==> src/rtl/rc_iota_pkg.sv <==
package rc_iota_pkg;

    localparam int LANE_W   = 64;
    localparam int LFSR_W   = 8;
    localparam int RC_STEPS = 7;
    localparam int INSTR_W  = 32;

    localparam logic [LFSR_W-1:0] RC_TAPS = 8'h71;
    localparam logic [LFSR_W-1:0] RC_SEED = 8'h01;

    localparam logic [6:0] OPC_CUSTOM = 7'b0001011;
    localparam logic [2:0] F3_IOTA    = 3'b011;
    localparam logic [2:0] F3_SEED    = 3'b100;

    typedef enum logic [1:0] {
        ST_IDLE     = 2'd0,
        ST_ACK_IOTA = 2'd1,
        ST_ACK_SEED = 2'd2
    } rc_state_e;

    // Lane bits that an iota step is able to touch: 2^j - 1 for each step j.
    function automatic logic [LANE_W-1:0] flip_positions(input int steps);
        logic [LANE_W-1:0] m;
        m = '0;
        for (int j = 0; j < steps; j++) m[(1 << j) - 1] = 1'b1;
        return m;
    endfunction

endpackage

==> src/rtl/rc_lfsr_chain.sv <==
module rc_lfsr_chain #(
    parameter int                  W     = rc_iota_pkg::LFSR_W,
    parameter int                  STEPS = rc_iota_pkg::RC_STEPS,
    parameter logic [W-1:0]        TAPS  = rc_iota_pkg::RC_TAPS
) (
    input  logic [W-1:0]     state_i,
    output logic [STEPS-1:0] bits_o,
    output logic [W-1:0]     state_o
);
    logic [W-1:0] link [0:STEPS];

    assign link[0] = state_i;

    for (genvar j = 0; j < STEPS; j++) begin : g_step
        logic [W-1:0] shifted;
        assign shifted     = {link[j][W-2:0], 1'b0};
        assign bits_o[j]   = link[j][0];
        assign link[j+1]   = link[j][W-1] ? (shifted ^ TAPS) : shifted;
    end

    assign state_o = link[STEPS];
endmodule

==> src/rtl/rc_flip_map.sv <==
module rc_flip_map #(
    parameter int LANE_W = rc_iota_pkg::LANE_W,
    parameter int STEPS  = rc_iota_pkg::RC_STEPS
) (
    input  logic [STEPS-1:0]  bits_i,
    output logic [LANE_W-1:0] mask_o
);
    always_comb begin
        mask_o = '0;
        for (int j = 0; j < STEPS; j++) mask_o[(1 << j) - 1] = bits_i[j];
    end
endmodule

==> src/rtl/rc_ctrl_fsm.sv <==
module rc_ctrl_fsm
    import rc_iota_pkg::*;
(
    input  logic      clk,
    input  logic      rst_n,
    input  logic      start,
    input  logic      cmd_iota,
    input  logic      cmd_seed,
    output logic      fire_iota,
    output logic      fire_seed,
    output logic      done,
    output logic      we,
    output rc_state_e state
);
    rc_state_e state_d;

    always_comb begin
        state_d = state;
        unique case (state)
            ST_IDLE: begin
                if (start && cmd_iota)      state_d = ST_ACK_IOTA;
                else if (start && cmd_seed) state_d = ST_ACK_SEED;
            end
            ST_ACK_IOTA: state_d = ST_IDLE;
            ST_ACK_SEED: state_d = ST_IDLE;
            default:     state_d = ST_IDLE;
        endcase
    end

    always_ff @(posedge clk) begin
        if (!rst_n) state <= ST_IDLE;
        else        state <= state_d;
    end

    always_comb begin
        fire_iota = 1'b0;
        fire_seed = 1'b0;
        done      = 1'b0;
        we        = 1'b0;
        unique case (state)
            ST_IDLE: begin
                fire_iota = start && cmd_iota;
                fire_seed = start && cmd_seed && !cmd_iota;
            end
            ST_ACK_IOTA: begin
                done = 1'b1;
                we   = 1'b1;
            end
            ST_ACK_SEED: done = 1'b1;
            default: ;
        endcase
    end


    ack_one_cycle_chk: assert property (@(posedge clk) disable iff (!rst_n)
        (state != ST_IDLE) |=> (state == ST_IDLE));


    done_pulse_chk: assert property (@(posedge clk) disable iff (!rst_n)
        done |=> !done);
endmodule

==> src/rtl/rc_iota_unit.sv <==
module rc_iota_unit
    import rc_iota_pkg::*;
#(
    parameter int                 LANE_BITS = LANE_W,
    parameter int                 STATE_W   = LFSR_W,
    parameter int                 STEPS     = RC_STEPS,
    parameter logic [STATE_W-1:0] TAPS      = RC_TAPS,
    parameter logic [STATE_W-1:0] SEED      = RC_SEED
) (
    input  logic                 clk,
    input  logic                 rst_n,
    input  logic                 start,
    input  logic [INSTR_W-1:0]   instr,
    input  logic [LANE_BITS-1:0] lane_in,
    output logic [LANE_BITS-1:0] lane_out,
    output logic                 lane_we,
    output logic                 done
);
    localparam logic [LANE_BITS-1:0] POS_MASK = LANE_BITS'(flip_positions(STEPS));

    logic                 shape_ok, cmd_iota, cmd_seed;
    logic                 fire_iota, fire_seed;
    logic [STATE_W-1:0]   lfsr_q, lfsr_adv;
    logic [STEPS-1:0]     rc_bits;
    logic [LANE_BITS-1:0] flip_mask;
    rc_state_e            state;

    assign shape_ok = (instr[6:0] == OPC_CUSTOM) && (instr[11:7] == '0)
                      && (instr[INSTR_W-1:15] == '0);
    assign cmd_iota = shape_ok && (instr[14:12] == F3_IOTA);
    assign cmd_seed = shape_ok && (instr[14:12] == F3_SEED);

    rc_ctrl_fsm u_fsm (
        .clk       (clk),
        .rst_n     (rst_n),
        .start     (start),
        .cmd_iota  (cmd_iota),
        .cmd_seed  (cmd_seed),
        .fire_iota (fire_iota),
        .fire_seed (fire_seed),
        .done      (done),
        .we        (lane_we),
        .state     (state)
    );

    rc_lfsr_chain #(.W(STATE_W), .STEPS(STEPS), .TAPS(TAPS)) u_chain (
        .state_i (lfsr_q),
        .bits_o  (rc_bits),
        .state_o (lfsr_adv)
    );

    rc_flip_map #(.LANE_W(LANE_BITS), .STEPS(STEPS)) u_map (
        .bits_i (rc_bits),
        .mask_o (flip_mask)
    );

    always_ff @(posedge clk) begin
        if (!rst_n) begin
            lfsr_q   <= SEED;
            lane_out <= '0;
        end else begin
            if (fire_iota) begin
                lfsr_q   <= lfsr_adv;
                lane_out <= lane_in ^ flip_mask;
            end else if (fire_seed) begin
                lfsr_q   <= SEED;
            end
        end
    end


    we_needs_done_chk: assert property (@(posedge clk) disable iff (!rst_n)
        lane_we |-> done);


    lane_hold_chk: assert property (@(posedge clk) disable iff (!rst_n)
        !lane_we |-> $stable(lane_out));


    flip_pos_chk: assert property (@(posedge clk) disable iff (!rst_n)
        lane_we |-> (((lane_out ^ $past(lane_in)) & ~POS_MASK) == '0));


    seed_load_chk: assert property (@(posedge clk) disable iff (!rst_n)
        (state == ST_ACK_SEED) |-> (lfsr_q == SEED));


    lfsr_nonzero_chk: assert property (@(posedge clk) disable iff (!rst_n)
        lfsr_q != '0);
endmodule

==> config.mk <==
export PLATFORM = sky130hd
export DESIGN_NAME = rc_iota_unit
export DESIGN_NICKNAME = d
export VERILOG_FILES = /design/src/rtl/rc_iota_pkg.sv /design/src/rtl/rc_lfsr_chain.sv /design/src/rtl/rc_flip_map.sv /design/src/rtl/rc_ctrl_fsm.sv /design/src/rtl/rc_iota_unit.sv
export SDC_FILE = /design/constraint.sdc
export NUM_CORES = 1
export LEC_CHECK = 0
export BUFFER_PORTS_ARGS = -buffer_cell sky130_fd_sc_hd__buf_4
export CAP_MARGIN = 20
export CORE_UTILIZATION = 44
export CTS_BUF_LIST = sky130_fd_sc_hd__clkbuf_4
export DETAILED_ROUTE_END_ITERATION = 10
export HOLD_SLACK_MARGIN = 0.06
export PLACE_DENSITY_LB_ADDON = 0.3
export SYNTH_ARGS = -nofsm -noshare
export SYNTH_HDL_FRONTEND = slang
export SYNTH_SLANG_ARGS = --single-unit
==> constraint.sdc <==
create_clock -name clk -period 1.7 [get_ports clk]
set_input_delay 0.17 -clock clk [delete_from_list [all_inputs] [get_ports clk]]
set_output_delay 0.17 -clock clk [all_outputs]
set_load 0.01 [all_outputs]
## Yosys cells after proc, flatten, opt, wreduce, memory -nomap -nowiden

Cells that the tools add are included.

- Register bits after elaboration: 74
- Output and inout port bits: 66
- Logic and storage cells: 50

- Eq/ne operators: 5
- Muxes and demuxes: 15
- Bitwise operators: 10
- Reduce and logical (&&, ||, !) cells: 16

Operator list:

| kind | number |
|---|---|
| 64-bit XOR | 1 |
| 7-bit 2-to-1 mux | 7 |
| 4-bit NOT | 7 |
| 17-bit zero test | 1 |
| 8-bit 2-to-1 mux | 2 |
| 7-bit by 4-bit equality test with 1-bit output, second input constant | 1 |
| 1-bit logical AND | 7 |
| 1-bit 2-to-1 mux | 6 |
| 5-bit zero test | 1 |
| 2-bit nonzero test | 2 |
| 3-bit by 2-bit equality test with 1-bit output, second input constant | 1 |
| 3-bit equality test, second input constant | 1 |
| 3-bit OR reduction | 1 |
| 2-bit by 1-bit equality test with 1-bit output, second input constant | 1 |
| 2-bit equality test, second input constant | 1 |
| 2-bit zero test | 1 |
| 1-bit NOT | 2 |
| 2-bit AND reduction | 1 |
| 2-bit OR reduction | 1 |
| 1-bit zero test | 1 |

## Longest topological paths before layout

Gate-level depths: netlist of run 1.

- Depth in word-level cells: 15
- Mapped depth: 8

## Cells and area by module

A second synthesis of run 1 with hierarchy kept.

- Cell total of the unflattened synthesis: 432
- Area total of the unflattened synthesis: 4106.4 µm²

By module, submodules not included:

| module | times used | cells an instance | area each (µm²) | sequential area each (µm²) |
|---|---|---|---|---|
| rc_iota_unit | 1 | 328 | 3261.9 | 1441.4 |
| rc_flip_map | 1 | 65 | 484.2 | 0.0 |
| rc_lfsr_chain | 1 | 25 | 226.5 | 0.0 |
| rc_ctrl_fsm | 1 | 14 | 133.9 | 40.0 |

## Worst setup path after synthesis of run 1

No wires, ideal clock.

- Path kind: flip-flop to flip-flop
- Start: register u_fsm.state[1]
- End: register lfsr_q[3]
- Arrival time: 1495 ps
- Required time: 1568 ps
- Slack: 73 ps
- Cell stages (with the launch flop): 9
- Period minus slack after synthesis: 1627 ps
- Cell sequence: dfxtp_1 > inv_1 > ha_1 > nor3b_1 > nand4_1 > buf_2 > buf_2 > o31ai_1 > a21oi_1

- Word-level cells in the longest chain between the ends: 3
- Elaborated cells on any way between the ends: 5
- Classes of those cells: 3 x mux; 2 x reduce/logical

RTL lines:

| element | line | RTL |
|---|---|---|
| from (decl) | rc_ctrl_fsm.sv:13 | `output rc_state_e state` |
| from (signal assigned) | rc_ctrl_fsm.sv:32 | `else state <= state_d;` |
| 2-bit zero test * | rc_ctrl_fsm.sv:40 | `unique case (state)` |
| 1-bit 2-to-1 mux | rc_ctrl_fsm.sv:40 |  |
| 8-bit 2-to-1 mux or 2-bit nonzero test (tied branches) | n/a |  |
| to (signal assigned) | rc_iota_unit.sv:63 | `lfsr_q <= lfsr_adv;` |
| to (decl) | rc_iota_unit.sv:23 | `logic [STATE_W-1:0] lfsr_q, lfsr_adv;` |

Every way passes the cells marked *; elsewhere a longest branch is shown, timed or not.
A chain may end at the register's enable or synchronous reset.

## Final worst setup path of run 1

- Start: register u_fsm.state[1]
- End: register lfsr_q[0]

The elaborated chain is that of the path after synthesis.

==> results of run 1 <==
==> worst min-delay path by stage <==
stage	depth (start not counted)	endpoint	slack (ns)
6_report	4	lane_out[63]	0.11
5_1_grt	4	lane_out[15]	0.11
4_1_cts	4	lane_out[15]	0.08
3_5_place_dp	2	lfsr_q[0]	0.40
3_3_place_gp	2	lfsr_q[0]	0.39
2_1_floorplan	1	lfsr_q[0]	0.25
==> worst min-delay path, cell delays in order <==
cell and delay, ns:
buf_4 0.09, xnor2_1 0.07, nand4_1 0.09, a21oi_1 0.06
==> routing by layer <==
layer,GRT usage (%),vias to the layer above,part of all wire (%)
met5,0,-,0
met4,12.8,0,3.5
met3,5.02,39,6.5
met2,50.3,213,52
met1,33.9,2111,38
li1,-,2027,-
==> registers in the layout, summed over array words and instances (netlist names) <==
signal	flops
lfsr_q	8
u_fsm.state	2
lane_out	64
==> repair_timing <==
action / 4_1_cts / 5_1_grt
hold buffers: 63 / 0
pin swaps: 3 / 8
buffers inserted: 1 / 0
gates cloned: 0 / 0
endpoints found under the setup margin: 72 / 71
gates resized for setup: 8 / 61
hold endpoints to repair: 64 / 0
==> Yosys cell counts (3+ instances only) <==
cell / number
dfxtp_1: 74
a21oi_1: 71
o31ai_1: 71
nand4_1: 70
buf_2: 28
clkbuf_1: 23
nor4_1: 7
xnor2_1: 6
xnor3_1: 5
buf_4: 4
inv_1: 4
or4_1: 4
xor2_1: 4
a31oi_1: 3
nor2_1: 3
nor4_2: 3
o21ai_1: 3
xor3_1: 3
==> layout by cell type, fill, tap and decap left out, types with 3 or more instances in the layout <==
cell type      Yosys  routed
a21oi_1           71      69
a31oi_1            3       3
buf_12             0       7
buf_4              4     180
clkbuf_4           0      10
clkinv_2           0       3
dfxtp_1           74      72
dlygate4sd3_1      0      63
inv_2              1       3
nand4_1           70      70
nor4_1             7       7
nor4_2             3       3
o21ai_1            3       3
o31ai_1           71      26
o31ai_2            0      40
o31ai_4            0       5
xnor2_1            6       6
xnor3_1            5       5
xor2_1             4       4
xor3_1             3       3
==> final cells by class <==
cell class	count	area (um2)
tap	105	131
clock inverter	6	57.6
fill	570	1980
timing repair buffer	254	2170
sequential	74	1480
inverter	5	18.8
clock buffer	10	75.1
multi-input combinational	275	2260
==> kinds of logic after synthesis <==
kind of cell	synth area share [%]
buffers and inverters	7.96
adder cells (fa/ha/maj)	0.674
flip-flops	39.9
AO/OA/AOI/OAI	25.5
AND/OR/NAND/NOR	18.7
XOR/XNOR	7.32
==> where the power goes <==
| group | switching (mW) | leakage (nW) | total (mW) | internal [mW] |
|---|---|---|---|---|
| logic | 0.180 | 1.68 | 0.451 | 0.271 |
| clock network | 0.604 | 0.0776 | 1.06 | 0.456 |
| registers | 0.000000000341 | 0.597 | 1.73 | 1.73 |
==> per-stage QoR <==
stage	util, %	hold slack, ns	setup slack, ns	setup TNS [ns]	instance area (um2)
6_report	75.8	0.106	0.0253	0	6200
5_1_grt	75.8	0.105	-0.0498	-0.421	6200
4_1_cts	72.0	0.0818	0.00999	0	5890
3_5_place_dp	62.3	0.398	-0.131	-5.10	5090
3_3_place_gp	62.3	0.389	-0.0113	-0.0242	5090
2_1_floorplan	-	0.250	0.0730	0	3710
==> flow_summary.ini, run 1 <==
[run_status]
status = completed

[detailed_routing]
drc = 0
vias = 4390
drt_wl_total_um = 13200
first_pass_iters = 4
drt-initial-drc-count = 318
routedWlPerCell_um = 18.1
vias_per_cell = 6.02
ant_nets = 0

[logic_synthesis]
synth_seq_cells = 74
synth_edf_count = 0
synth_cell_types = 40
synth_area_um2 = 3710
ys_seq_area_share_pct = 39.9
synth_ff_type = dfxtp_1
synth_top_cell_by_area = dfxtp_1
synth_nets = 513
ys_async_sr_fraction_pct = 0
yosys-top-cells-area = dfxtp_1 40%, o31ai_1 14%, nand4_1 12%, a21oi_1 9.6%, buf_2 3.8%
syn_inst = 412
synth_top_area_share_pct = 39.9
yosysWarnings = 0
avgSynthCellArea_um2 = 9.00

[critical_path]
critPathLaunchType = register
r2r-start = u_fsm.state[1]
critical-path-top-delay-family = buffers and inverters
startpoint = u_fsm.state[1]
crit_buf_inv = 3
r2r_end = lfsr_q[0]
cp.required_ns = 2.05
crit_type = register to register
slowest_delay_ns = 0.35
cp_num_cells = 8
r2r_slack_ns = 0.03
rr_worst_depth = 8
critPathCaptureType = register
slowest_stage = dfxtp_2
worstPathCellList = inv_2, ha_4, nor3b_4, nand4_1, buf_6, buf_6, o31a_1, o21ai_1
crit_path_frequent_cell = buf_6
critPathMaxFanout = 22
endpoint = lfsr_q[0]
arrival_ns = 2.03

[timing]
setup_viol = 0
min_period_ns = 1.67
worst_pin_slew_ns = 0.511
hold_viol = 0
fin_skew_ns = 0.0123
max_clock_freq_mhz = 597
slew_violations = 0
period_share_pct = 98.5
slew_headroom_pct = 65.9
grt_setup_unrepaired = yes

[min_path]
hp-class = input port to register
hold_start = lane_in[63]

[placed_design]
gp_congestion = 0.822
place_inst = 649
portBuffers = 164
dp_hpwl_um = 7700

[finish]
instances_no_fill = 729
diodes = 0
nets = 720
area_growth_pct = 67.0
drive_gt1_share_pct = 43.6

[power]
leakagePower_nw = 2.35
power_mw = 3.24
powerDensity_nw_per_um2 = 523
vdd_drop_max_mv = 0.302

[clock_tree]
clock-sinks = 74
cts_htree_levels = 3
cts_root_buf = clkbuf_4
clock_latency_ns = 0.41
clk_path_buf_depth = 2
clk_transition_reported_paths_ns = 0.12
cts_tree = done
cts_buffers = 9

[floorplanning]
start_util_pct = 45.4
die_h_um = 93.8
io_pins = 165
dieArea_um2 = 8800
row_count = 33
core_region_area_um2 = 8180
die_w_um = 93.8

[global_route]
grt_remaining_overflow = 0
grt_pass1_wl_um = 19800
antenna_found_initial = 0
first_global_vias = 4246
grt.total_usage_pct = 28.6
grt_start_max_net_pins = 72

[job]
maxCapViolations = 0
Note: power is estimated with default switching activity, not from simulation.
==> inputs of run 2 (changes only) <==
CELL_PAD_IN_SITES_DETAIL_PLACEMENT = 1   (was unset)
CELL_PAD_IN_SITES_GLOBAL_PLACEMENT = 1   (was unset)
CORE_UTILIZATION = 32   (was 44)
MAX_ROUTING_LAYER = met4   (was unset)
==> run 2 against run 1 <==
  * The flow now finishes with violations (setup timing)
  * Cell count rose by 6.0%
  * Via count rose by 0.84%
  * Global-route usage fell by 3.4 points
  * Critical path depth did not move
  * Combinational power rose by 2%
  * Non-clock buffer count rose by 9
  * Register-to-register slack got worse by 0.12 ns
  * Core utilization fell by 18 points
  * Die area rose by 37%
  * Power rose by 0.76%
  * Sequential share of layout area fell by 0.60 points
  * Hold slack got worse by 0.016 ns
  * Critical path type unchanged
  * Largest cell class unchanged
==> flow_summary.ini, run 2 (same netlist as run 1, synthesis figures left out) <==
[timing]
slew_headroom_pct = 66.9
grt_setup_unrepaired = yes
fin_ws_ns = -0.0916
fin_skew_ns = 0.0148
period_share_pct = 105
setup_viol = 36
worst_pin_slew_ns = 0.496
max_clock_freq_mhz = 558
min_period_ns = 1.79
slew_violations = 0
hold_slack_ns = 0.0902
hold_viol = 0

[clock_tree]
clock_latency_ns = 0.44
clk_transition_reported_paths_ns = 0.13
cts_root_buf = clkbuf_4
clock-sinks = 74
cts_htree_levels = 3
cts_buffers = 9
cts_tree = done
clk_path_buf_depth = 2

[power]
vdd_drop_max_mv = 0.367
leakagePower_nw = 2.39
powerDensity_nw_per_um2 = 514

[detailed_routing]
vias_per_cell = 5.73
drt-initial-drc-count = 307
vias = 4427
drc = 0
first_pass_iters = 4
routedWlPerCell_um = 20.0
ant_nets = 0
drt_wl_total_um = 15400

[global_route]
first_global_vias = 4658
antenna_found_initial = 0
grt_remaining_overflow = 0
grt_pass1_wl_um = 22900
grt_start_max_net_pins = 69
grt.total_usage_pct = 25.2

[critical_path]
critPathMaxFanout = 18
crit_type = register to register
cp.required_ns = 2.02
critPathCaptureType = register
arrival_ns = 2.11
critPathLaunchType = register

[floorplanning]
dieArea_um2 = 12000
io_pins = 165
row_count = 38
start_util_pct = 33.5
core_region_area_um2 = 11100
die_w_um = 110
die_h_um = 110

[run_status]
violations = setup timing
status = finished with violations

[finish]
drive_gt1_share_pct = 43.9
utilization_pct = 57.4
instances_no_fill = 773
area_growth_pct = 71.3
largest_register = lane_out
largest_reg_flops = 64
final_common_cell = buf_4
diodes = 0
layout_common_cells = 186 x buf_4, 72 x dfxtp_1, 70 x nand4_1
nets = 729
top_regs = lane_out x64, lfsr_q x8, u_fsm.state x2

[placed_design]
place_inst = 687
gp_congestion = 0.788
portBuffers = 164
dp_hpwl_um = 8640

[min_path]
hp-class = input port to register

[job]
maxCapViolations = 0
[run 2: cell types whose count changed in the layout (fill, tap and decap cells not counted), moves of 2 or more]
cell           change
a21oi_2            +2
dlygate4sd3_1      +3
o31ai_4            +7
o31ai_1            +3
a21oi_1            -2
o31ai_2           -10
buf_4              +6
[run 2: final timing paths]
kind                        from        endpoint  slack, ns  cells past startpoint
hold / removal         instr[12]  u_fsm.state[1]       0.09                      3
hold reg to reg     lane_out[20]    lane_out[20]       0.48                      2
setup / recovery  u_fsm.state[0]    lane_out[56]      -0.09                      8
setup reg to reg  u_fsm.state[0]    lane_out[56]      -0.09                      8
[run 2: final cells by class]
class	count	area, um2
Clock inverter	7	60.1
Fill cell	1209	4720
Clock buffer	9	67.6
Inverter	5	18.8
Sequential cell	74	1480
Timing Repair Buffer	263	2230
Multi-Input combinational cell	275	2320
Tap cell	140	175
[run 2: critical path: stages, from the launching register on]
cell,delay (ns)
dfxtp_2,0.35
inv_2,0.07
ha_4,0.14
nor3b_4,0.15
nand4_1,0.17
buf_6,0.19
buf_4,0.22
o31ai_1,0.26
a21oi_1,0.11
[run 2: timing repair]
item,in CTS,in global routing
hold endpoints to repair,67,0
cloned,1,0
gates resized for setup,16,60
pin swaps,6,6
hold buffers,66,0
endpoints found under the setup margin,32,72
buffers inserted,1,2
[run 2: routing by layer]
metal | GRT usage, % | up-vias | part of all wire, %
met5 | - | - | 0
met4 | 8.29 | 0 | 1.8
met3 | 5.10 | 28 | 4.4
met2 | 45.7 | 149 | 54
met1 | 27.3 | 2206 | 40
li1 | - | 2044 | -
[run 2: report_power, final]
group | switching [mW] | internal (mW)
Combinational | 0.187 | 0.273
Sequential | 0.000000000368 | 1.73
Clock | 0.644 | 0.431
Total | 0.831 | 2.44
[run 2: metrics by stage]
step | worst slack, ns | instance area [um2] | setup TNS, ns | total power, mW
after CTS | 0.00282 | 6000 | 0 | 3.28
final | -0.0916 | 6360 | -0.935 | 3.27
after detailed placement | -0.0849 | 5140 | -2.22 | 2.08
after global routing | -0.164 | 6360 | -4.77 | 3.41
after global placement | -0.00516 | 5140 | -0.00707 | 2.08
after floorplan | 0.0730 | 3710 | 0 | 1.85
